==> src/rtl/ftmr_pkg.sv <==
package ftmr_pkg;
  localparam int unsigned FT_CNT_W  = 16;
  localparam int unsigned FT_HALF_W = 8;
  localparam int unsigned FT_PS_W   = 3;
  localparam int unsigned FT_REG_W  = 8;
  localparam int unsigned FT_BYP_POS = 0;
  typedef logic [FT_PS_W-1:0] ps_sel_t;
endpackage

==> src/rtl/ftmr_prescaler.sv <==
module ftmr_prescaler #(
  parameter int unsigned PS_W = ftmr_pkg::FT_PS_W
) (
  input  logic            clk,
  input  logic            rst_n,
  input  logic            cnt_en,
  input  logic [PS_W-1:0] psel,
  output logic            tick
);
  localparam int unsigned PRE_W = (1 << PS_W) - 1;

  logic [PRE_W-1:0] pre_q;
  logic [PRE_W:0]   one_sh;
  logic [PRE_W-1:0] mask;

  always_comb begin
    one_sh = (PRE_W+1)'(1) << psel;
    mask   = one_sh[PRE_W-1:0] - PRE_W'(1);
  end

  assign tick = cnt_en && ((pre_q & mask) == mask);

  always_ff @(posedge clk or negedge rst_n) begin
    if (!rst_n)      pre_q <= '0;
    else if (cnt_en) pre_q <= pre_q + PRE_W'(1);
  end


  pre_hold_chk: assert property (@(posedge clk) disable iff (!rst_n)
    !cnt_en |=> $stable(pre_q));

  sel_zero_chk: assert property (@(posedge clk) disable iff (!rst_n)
    (cnt_en && psel == '0) |-> tick);
endmodule

==> src/rtl/ftmr_testreg.sv <==
module ftmr_testreg #(
  parameter int unsigned REG_W   = ftmr_pkg::FT_REG_W,
  parameter int unsigned BYP_POS = ftmr_pkg::FT_BYP_POS
) (
  input  logic             clk,
  input  logic             rst_n,
  input  logic             special_mode,
  input  logic             reg_wr,
  input  logic [REG_W-1:0] reg_wdata,
  output logic [REG_W-1:0] rd_data,
  output logic             bypass
);
  always_ff @(posedge clk or negedge rst_n) begin
    if (!rst_n)                      bypass <= 1'b0;
    else if (reg_wr && special_mode) bypass <= reg_wdata[BYP_POS];
  end

  always_comb begin
    rd_data          = '0;
    rd_data[BYP_POS] = bypass;
  end


  locked_wr_chk: assert property (@(posedge clk) disable iff (!rst_n)
    !special_mode |=> $stable(bypass));

  rsvd_zero_chk: assert property (@(posedge clk) disable iff (!rst_n)
    $countones(rd_data) <= 1);
endmodule

==> src/rtl/ftmr_counter.sv <==
module ftmr_counter #(
  parameter int unsigned CNT_W  = ftmr_pkg::FT_CNT_W,
  parameter int unsigned HALF_W = ftmr_pkg::FT_HALF_W
) (
  input  logic             clk,
  input  logic             rst_n,
  input  logic             cnt_en,
  input  logic             tick,
  input  logic             bypass,
  input  logic             ovf_clr,
  output logic [CNT_W-1:0] count,
  output logic             ovf_flag
);
  localparam int unsigned NH = CNT_W / HALF_W;

  logic [NH-1:0]     inc;
  logic [HALF_W-1:0] part [NH];
  logic              ovf_set;

  for (genvar h = 0; h < NH; h++) begin : g_half
    if (h == 0) begin : g_lo
      assign inc[h] = bypass ? cnt_en : tick;
    end else begin : g_up
      assign inc[h] = bypass ? cnt_en : (inc[h-1] && (&part[h-1]));
    end
    always_ff @(posedge clk or negedge rst_n) begin
      if (!rst_n)      part[h] <= '0;
      else if (inc[h]) part[h] <= part[h] + HALF_W'(1);
    end
    assign count[h*HALF_W +: HALF_W] = part[h];
  end

  assign ovf_set = inc[NH-1] && (&part[NH-1]);

  always_ff @(posedge clk or negedge rst_n) begin
    if (!rst_n)       ovf_flag <= 1'b0;
    else if (ovf_set) ovf_flag <= 1'b1;
    else if (ovf_clr) ovf_flag <= 1'b0;
  end


  cnt_hold_chk: assert property (@(posedge clk) disable iff (!rst_n)
    !cnt_en |=> $stable(count));

  top_wrap_chk: assert property (@(posedge clk) disable iff (!rst_n)
    (bypass && cnt_en && (&count[CNT_W-1 -: HALF_W])) |=> ovf_flag);

  split_step_chk: assert property (@(posedge clk) disable iff (!rst_n)
    (bypass && cnt_en) |=> (count[HALF_W-1:0] == $past(count[HALF_W-1:0]) + HALF_W'(1)));

  clr_chk: assert property (@(posedge clk) disable iff (!rst_n)
    (ovf_clr && !cnt_en) |=> !ovf_flag);

  full_wrap_chk: assert property (@(posedge clk) disable iff (!rst_n)
    (!bypass && tick && (&count)) |=> (ovf_flag && count == '0));
endmodule

==> src/rtl/ftmr_top.sv <==
module ftmr_top #(
  parameter int unsigned CNT_W  = ftmr_pkg::FT_CNT_W,
  parameter int unsigned HALF_W = ftmr_pkg::FT_HALF_W,
  parameter int unsigned PS_W   = ftmr_pkg::FT_PS_W,
  parameter int unsigned REG_W  = ftmr_pkg::FT_REG_W
) (
  input  logic             clk,
  input  logic             rst_n,
  input  logic             cnt_en,
  input  logic [PS_W-1:0]  psel,
  input  logic             special_mode,
  input  logic             reg_wr,
  input  logic [REG_W-1:0] reg_wdata,
  output logic [REG_W-1:0] rd_data,
  output logic [CNT_W-1:0] count,
  output logic             ovf_flag,
  input  logic             ovf_clr
);
  logic tick;
  logic bypass;

  ftmr_testreg #(.REG_W(REG_W), .BYP_POS(ftmr_pkg::FT_BYP_POS)) u_treg (
    .clk(clk), .rst_n(rst_n), .special_mode(special_mode), .reg_wr(reg_wr),
    .reg_wdata(reg_wdata), .rd_data(rd_data), .bypass(bypass));

  ftmr_prescaler #(.PS_W(PS_W)) u_pre (
    .clk(clk), .rst_n(rst_n), .cnt_en(cnt_en), .psel(psel), .tick(tick));

  ftmr_counter #(.CNT_W(CNT_W), .HALF_W(HALF_W)) u_cnt (
    .clk(clk), .rst_n(rst_n), .cnt_en(cnt_en), .tick(tick), .bypass(bypass),
    .ovf_clr(ovf_clr), .count(count), .ovf_flag(ovf_flag));


  mode_keep_chk: assert property (@(posedge clk) disable iff (!rst_n)
    (reg_wr && special_mode && !cnt_en) |=> $stable(count));
endmodule

==> config.mk <==
export PLATFORM = sky130hd
export DESIGN_NAME = ftmr_top
export DESIGN_NICKNAME = d
export VERILOG_FILES = /design/src/rtl/ftmr_pkg.sv /design/src/rtl/ftmr_prescaler.sv /design/src/rtl/ftmr_testreg.sv /design/src/rtl/ftmr_counter.sv /design/src/rtl/ftmr_top.sv
export SDC_FILE = /design/constraint.sdc
export NUM_CORES = 1
export LEC_CHECK = 0
export ABC_AREA = 0
export CAP_MARGIN = 20
export CORE_AREA = 2 2 69 78
export CTS_CLUSTER_SIZE = 8
export DETAILED_ROUTE_END_ITERATION = 8
export DIE_AREA = 0 0 71 80
export PLACE_DENSITY = 0.58
export SETUP_SLACK_MARGIN = 0.15
export SLEW_MARGIN = 10
export SYNTH_ARGS = -nofsm -noshare
export SYNTH_HDL_FRONTEND = slang
export SYNTH_SLANG_ARGS = --single-unit
==> constraint.sdc <==
create_clock -name clk -period 1.8 [get_ports clk]
set_input_delay 0.54 -clock clk [delete_from_list [all_inputs] [get_ports clk]]
set_output_delay 0.54 -clock clk [all_outputs]
set_load 0.1 [all_outputs]
# Word level (Yosys, flattened, before mapping)
# Cells that the tools add are included.
# op_classes
n_bitwise	1
reduce_logical	7
eq_ne	1
n_shift	1
add_sub_neg	4
n_mux	4
# ops
operator	n
$add 8x1->8 const B	2
$reduce_and 8->1	2
$add 7x1->7 const B	1
$and 7x7->7	1
$eq 7x7->1	1
$shl 1x3->7 const A	1
$sub 7x1->7 const B	1
$logic_and 1x1->1	4
$mux 1	4
$reduce_bool 2->1	1
# totals
output_inout_bits	25
input_bits	17
word_cells	23
reg_bits	25

# Longest topological paths before layout
# Gate-level depths: netlist (run 1).
# logic_depth
word_depth	10
ltp_mapped	6

# Modules after synthesis
# Synthesis (run 1) repeated with hierarchy kept, for this count alone.
# hier_totals
cells_unflattened	113
hier_area_um2	1266.2
# by_module_without_submodules
mod	seq_area_each_um2	cells_per_inst	n_inst	area_per_inst_um2
ftmr_counter	425.4	67	1	809.5
ftmr_prescaler	175.2	34	1	349.1
ftmr_testreg	25.0	12	1	107.6

# Least setup slack after synthesis (run 1)
# No wires, ideal clock.
# synth_timing
kind	reg2reg
startpoint	register u_cnt.part, in the netlist u_cnt.count[2]
endpoint	register u_cnt.part, in the netlist u_cnt.count[11]
period_less_slack_ns	2.252
setup_slack_ns	-0.452
t_required_ns	1.641
path_stages_with_launch	7
n_path_buf	0
t_arrival_ns	2.092
setup_time_ns	0.159
path_cell_list	dfrtp_1 nand3_1 nor2_1 nand4_1 o21ai_2 nand4_1 xnor2_1
# synth_between
elab_chain_cells	3
# synth_lines
item	line_no	rtl
from (decl)	ftmr_counter.sv:17	logic [HALF_W-1:0] part [NH];
from (signal, indexed assignment)	ftmr_counter.sv:28	else if (inc[h]) part[h] <= part[h] + HALF_W'(1);
$reduce_and 8->1	ftmr_counter.sv:24	assign inc[h] = bypass ? cnt_en : (inc[h-1] && (&part[h-1]));
$logic_and 1x1->1	ftmr_counter.sv:24	
$mux 1	ftmr_counter.sv:24	
# No other way between the ends.
# A chain may end at the register's enable or synchronous reset.

# Final worst setup path (run 1)
# layout_timing
startpoint	input port psel[1]
endpoint	register u_cnt.part, in the netlist u_cnt.count[1]
# layout_between
elab_chain_cells	6
# layout_lines
item	line_no	rtl
from (decl)	ftmr_top.sv:10	input logic [PS_W-1:0] psel,
$shl 1x3->7 *	ftmr_prescaler.sv:17	one_sh = (PRE_W+1)'(1) << psel;
$sub 7x1->7 *	ftmr_prescaler.sv:18	mask = one_sh[PRE_W-1:0] - PRE_W'(1);
$and 7x7->7	ftmr_prescaler.sv:21	assign tick = cnt_en && ((pre_q & mask) == mask);
$eq 7x7->1 *	ftmr_prescaler.sv:21	
$logic_and 1x1->1 *	ftmr_prescaler.sv:21	
$mux 1 *	ftmr_counter.sv:22	assign inc[h] = bypass ? cnt_en : tick;
# Mark *: on every way between the ends. The rest lies on a longest branch, timed or not.

==> flow_summary_export.csv, run 1 <==
group,metric,value,unit
run_status,outcome,"finished with violations",
run_status,violations,"negative setup slack",
pwr,power.total,3.799,mW
timing,fin_crit,1835,ps
place,dpl_cell_area,1848,µm²
global_route,track_usage,10.86,%
detailed_routing,vias,950,
detailed_routing,postRouteAntennaNets,0,
pwr,switching_share,50.49,%
place,gp_congestion,0.8443,
clock_tree,root_buffer,"clkbuf_8",
critical_path,critPathMostFrequentCell,"buf_4",
detailed_routing,viasPerCell,4.318,
detailed_routing,drc,0,
critical_path,path_buf_inv,4,
pwr,p_seq_share,29.2,%
logic_synthesis,synth_top_area_share,50.25,%
critical_path,cpPeakStageDelay,370,ps
critical_path,crit_slowest_cell,"o41ai_4",
place,io_buffers,27,
place,hpwl,2030,µm
floorplanning,core_area,4898,µm²
timing,fin_crit_sh,101.9,%
layout,syn2layout_area_growth,69.55,%
detailed_routing,routed_wl,2867,µm
layout,antenna_cells,0,
logic_synthesis,ys_ff_latch,25,
floorplanning,num_rows,27,
logic_synthesis,synth_area,1245,µm²
detailed_routing,wl_per_cell,13.03,µm
layout,mostFrequentLayoutCells,"18 x buf_12, 15 x buf_4, 13 x dfrtp_1, 12 x dfrtp_2",
critical_path,crit_arrival,1990,ps
critical_path,worstSetupEndpointType,"register",
floorplanning,dieArea,5680,µm²
global_route,grt_pass1_vias,1061,
layout,drive_gt1_share,52.47,%
pwr,p_per_area,1800,nW/µm²
critical_path,worst_setup_path_start_kind,"input pin",
clock_tree,numCtsBuffers,3,
layout,final_common_cell,"buf_12",
layout,multiInputGateArea,730.7,µm²
pwr,clock_power_share,8.6,%
logic_synthesis,yosys.area.top_type,"dfrtp_1",
clock_tree,clock_latency,260,ps
critical_path,worst_path_dominant_cell_family,"buffers and inverters",
timing,skew,1.425,ps
logic_synthesis,synth_seq_area_share,50.25,%
detailed_routing,drt-initial-drc-count,40,
timing,finalHoldViolCount,0,
pwr,irDropWorstVdd,1.269,mV
floorplanning,start_util,25.42,%
timing,fmax,545.1,MHz
layout,postLayoutCellArea,2111,µm²
clock_tree,clk_path_buf_depth,2,
logic_synthesis,ys_types,26,
clock_tree,cts_sinks,25,
floorplanning,die_x,71,µm
layout,seqCellArea,640.6,µm²
logic_synthesis,syn_inst,115,
layout,nFillCells,440,
timing,rsz0062_at_grt,"yes",
pwr,p_comb_share,62.3,%
critical_path,required,1950,ps
timing,setup_ws,-34.67,ps
pwr,p_sw,1.918,mW
place,place_ws,-647.8,ps
job,drv_cap,0,
global_route,grt_max_degree,26,
pwr,p_leak,0.9198,nW
clock_tree,cts_tree,"done",
global_route,grt_antenna_before_repair,0,
timing,maxSlewViolCount,0,
layout,fin_nets,183,
logic_synthesis,synth_area_leaders,"dfrtp_1 50%, xnor2_1 8.4%, xor2_1 5.6%, buf_4 4.8%, nand2_1 4.5%",
critical_path,crit_chain,"buf_8 -> nor2_4 -> o311ai_4 -> buf_4 -> o41ai_4 -> buf_6 -> buf_4 -> mux2_4",
detailed_routing,firstDrtPassIters,3,
critical_path,worstSetupPathType,"in -> reg",
floorplanning,die_h,80,µm
floorplanning,pin_count,42,
timing,setup_viol,6,
min_path,holdCritPathClass,"reg -> reg",
global_route,grt_pass1_wl,4830,µm
global_route,overflow,0,
logic_synthesis,yosys_warnings,0,
clock_tree,htree_levels,1,
logic_synthesis,avgSynthCellArea,10.83,µm²
pwr,intPower,1.881,mW
clock_tree,clkTransAtPathRegs,80,ps
critical_path,cp_max_fo,4,
## power groups by stage
stage / logic [mW] / registers, mW / clock network (mW)
2_1_floorplan: 0.495 / 1.91 / 0
3_3_place_gp: 2.16 / 1.08 / 0
3_5_place_dp: 2.18 / 1.08 / 0
4_1_cts: 2.25 / 1.10 / 0.343
5_1_grt: 2.46 / 1.15 / 0.372
6_report: 2.36 / 1.11 / 0.325
## worst register-to-register path, delay by kind of cell (launching register included)
family	cells	cell delay (ps)
and+or+nand+nor	2	650
buffers and inverters	1	140
DFF	1	390
xor gates and xnor gates	1	110
AOI/OAI and AO/OA	2	430
## metrics by stage
step / TNS [ps] / utilization, % / instances / hold WS (ps)
after floorplan: -510.2 / - / 121 / 244.4
after global routing: -1000 / 43.09 / 220 / 537.5
after global placement: -8783 / 37.73 / 210 / 464.4
after CTS: -0.7669 / 40.87 / 217 / 494.6
final: -122.3 / 43.09 / 220 / 490.7
after detailed placement: -9209 / 37.73 / 210 / 482.6
## timing repair
item                                    4_1_cts  5_1_grt
resized for setup                            38       18
pin swaps                                    18       14
endpoints found under the setup margin       17       16
hold buffers                                  0        0
setup buffers                                 3        3
## flip-flops by register name, summed over array words and instances (netlist names)
signal / count
u_cnt.count: 16
u_cnt.ovf_flag: 1
u_pre.pre_q: 7
u_treg.bypass: 1
## layout make-up
type,count,share of cell area (%)
clock buffer,4,2.134
inverter,6,1.067
multi-input combinational,82,34.62
sequential,25,30.35
tap,58,3.438
timing repair buffer,45,28.39
## synthesized netlist by cell type
cell / instances
xor2_1: 8
buf_4: 8
nor2_1: 8
o21bai_1: 1
nor3_4: 1
a21boi_0: 1
o311ai_1: 1
a21oi_1: 1
nand2b_1: 2
inv_1: 6
xnor2_1: 12
a2bb2oi_1: 1
nor3_2: 1
nand4_1: 5
o21ai_2: 1
nand3_1: 6
conb_1: 1
o21a_4: 1
ha_1: 3
or4_4: 1
o22ai_1: 1
o41ai_2: 1
dfrtp_1: 25
mux2_2: 3
nor3_1: 1
nand2_1: 15
## routing by layer
layer / global-route usage (%) / up-vias / routed length [µm]
met3: 3.535 / 6 / 138
li1: - / 462 / -
met5: 0 / - / 0
met4: 4.528 / 0 / 70
met2: 18.97 / 22 / 1570
met1: 12.07 / 460 / 1087
## path summary, 6_finish.rpt
kind | slack [ps] | cells after the start | start | endpoint
min in group asynchronous | 630 | 2 | rst_n | u_treg.bypass
hold reg to reg | 490 | 1 | u_pre.pre_q[6] | u_pre.pre_q[6]
max in group asynchronous | 910 | 2 | rst_n | u_cnt.count[5]
hold / removal | 490 | 1 | u_pre.pre_q[6] | u_pre.pre_q[6]
setup reg to reg | -30 | 6 | u_pre.pre_q[0] | u_cnt.count[8]
setup / recovery | -30 | 8 | psel[1] | u_cnt.count[1]
## logic make-up (layout without fill, tap and decap cells)
kind of cell,after synthesis,after routing,synth area share [%]
AO/OA/AOI/OAI,9,9,6.734
multiplexers,3,3,2.713
other,1,7,0.3012
buffers and inverters,14,55,6.633
adder cells (fa/ha/maj),3,3,3.015
XOR/XNOR,20,20,14.07
AND/OR/NAND/NOR,40,40,16.28
flip-flops,25,25,50.25
Note: power is estimated with default switching activity, not from simulation.
==> run 2, diff against run 1 <==
- CORE_AREA: 2 2 69 78 -> 2 2 57 64
- DIE_AREA: 0 0 71 80 -> 0 0 59 66
- PLACE_DENSITY: 0.58 -> 0.78
==> run 2 against run 1 <==
Compared with the run above: the run now ends clean; global-route usage up 5.3 points; setup slack better by 69 ps; first-iteration DRC count down 45%; design area down 6.0%; via count up 4.1%.
==> flow_summary_export.csv, run 2 (synthesis results as in run 1) <==
group,metric,value,unit
place,place_ws,-699.4,ps
timing,setup_viol,0,
detailed_routing,vias,989,
timing,fmax,566.4,MHz
global_route,grt_pass1_vias,1048,
critical_path,reg2reg_from,"u_pre.pre_q[6]",
pwr,switching_share,51.40,%
detailed_routing,drt-initial-drc-count,22,
clock_tree,clk_path_buf_depth,2,
detailed_routing,drc,0,
detailed_routing,routed_wl,2768,µm
pwr,p_comb_share,62.9,%
timing,fin_hold_ws,494.3,ps
detailed_routing,postRouteAntennaNets,0,
clock_tree,cts_sinks,25,
pwr,p_sw,1.888,mW
pwr,p_leak,0.8865,nW
place,placed_cells,188,
layout,mostFrequentLayoutCells,"20 x buf_4, 18 x buf_12, 14 x nand2_1, 13 x dfrtp_1",
critical_path,worst_setup_path_start_kind,"input pin",
min_path,holdCritPathClass,"reg -> reg",
clock_tree,cts_tree,"done",
global_route,grt_max_degree,26,
pwr,p_per_area,1852,nW/µm²
layout,fin_cells,198,
clock_tree,cts_hold_buf,0,
layout,final_common_cell,"buf_4",
clock_tree,clock_latency,310,ps
critical_path,worstSetupPathType,"in -> reg",
layout,largest_register_ffs,16,
detailed_routing,wl_per_cell,13.98,µm
layout,final_util,61.06,%
timing,finalHoldViolCount,0,
pwr,clock_power_share,6.7,%
run_status,outcome,"completed",
place,io_buffers,27,
layout,drive_gt1_share,49.38,%
timing,fin_crit_sh,98.08,%
critical_path,worstSetupEndpointType,"register",
pwr,intPower,1.785,mW
pwr,p_seq_share,30.3,%
clock_tree,clkTransAtPathRegs,140,ps
global_route,track_usage,16.19,%
clock_tree,htree_levels,1,
floorplanning,dieArea,3894,µm²
timing,final.setup.tns,0,ps
global_route,grt_antenna_before_repair,0,
floorplanning,start_util,38.33,%
layout,fin_nets,183,
floorplanning,num_rows,22,
layout,syn2layout_area_growth,59.30,%
timing,setup_ws,34.58,ps
min_path,min_from,"u_pre.pre_q[6]",
global_route,overflow,0,
critical_path,crit_arrival,1980,ps
floorplanning,core_area,3248,µm²
timing,rsz0062_at_grt,"yes",
critical_path,startpoint,"psel[2]",
floorplanning,pin_count,42,
layout,antenna_cells,0,
global_route,grt_pass1_wl,4781,µm
timing,skew,6.361,ps
clock_tree,numCtsBuffers,3,
pwr,irDropWorstVdd,1.126,mV
floorplanning,die_h,66,µm
timing,maxSlewViolCount,0,
critical_path,required,2010,ps
place,gp_congestion,0.8493,
critical_path,cp_max_fo,5,
detailed_routing,viasPerCell,4.995,
detailed_routing,firstDrtPassIters,4,
timing,fin_crit,1765,ps
place,hpwl,2064,µm
job,drv_cap,0,
floorplanning,die_x,59,µm
clock_tree,root_buffer,"clkbuf_4",
## run 2: cell count changes in the layout (fill, tap and decap cells not counted), moves of 2 or more
cell,delta
buf_4,+5
buf_6,-4
clkbuf_4,+3
clkbuf_8,-3
nand2_1,+3
nand2_2,-2
nor2_4,-2
## run 2: cell type report
class	instances	area (µm²)
flip-flops and latches	25	640.6
multi-input cells	82	665.6
repair buffers	45	581.8
well taps	36	45.04
clock buffers	3	22.52
fillers	257	1265
inverters	6	22.52
clock inverters	1	5.005
## run 2: per-layer routing
| metal | global-route usage (%) | vias to the layer above | part of all wire [%] |
|---|---|---|---|
| met5 | 0 | - | 0 |
| met4 | 4.261 | 0 | 1.8 |
| met3 | 3.523 | 4 | 3.5 |
| met2 | 29.58 | 23 | 56 |
| met1 | 18.73 | 496 | 39 |
| li1 | - | 466 | - |
## run 2: worst paths after layout
path	depth (start not counted)	slack (ps)	to
worst max-delay path	7	30	u_cnt.count[12]
worst min-delay path	1	490	u_pre.pre_q[6]
worst max register to register	6	40	u_cnt.count[12]
worst min register to register	1	490	u_pre.pre_q[6]
max in group asynchronous	2	960	u_cnt.count[4]
min in group asynchronous	2	580	u_cnt.count[13]
## run 2: worst max-delay path: stages
cell	delay (ps)
clkdlybuf4s15_2	200
inv_2	90
o311ai_4	100
or4_4	560
o21ai_4	200
nand4_1	140
xnor2_1	150
## run 2: timing repair
action | in CTS | in global routing
pin swaps | 14 | 8
buffers inserted | 2 | 4
resized for setup | 32 | 4
endpoints found under the setup margin | 17 | 17
## run 2: power groups by stage
stage / clock network, mW / registers, mW / logic, mW
finish: 0.248 / 1.11 / 2.31
global route: 0.282 / 1.15 / 2.40
CTS: 0.257 / 1.11 / 2.26
detailed placement: 0 / 1.10 / 2.19
global placement: 0 / 1.08 / 2.14
floorplan: 0 / 1.91 / 0.495
## run 2: through the flow
stage	total power [mW]	cell area, µm²
CTS	3.629	1939
finish	3.674	1983
global placement	3.218	1821
detailed placement	3.286	1821
global route	3.833	1983
floorplan	2.404	1295
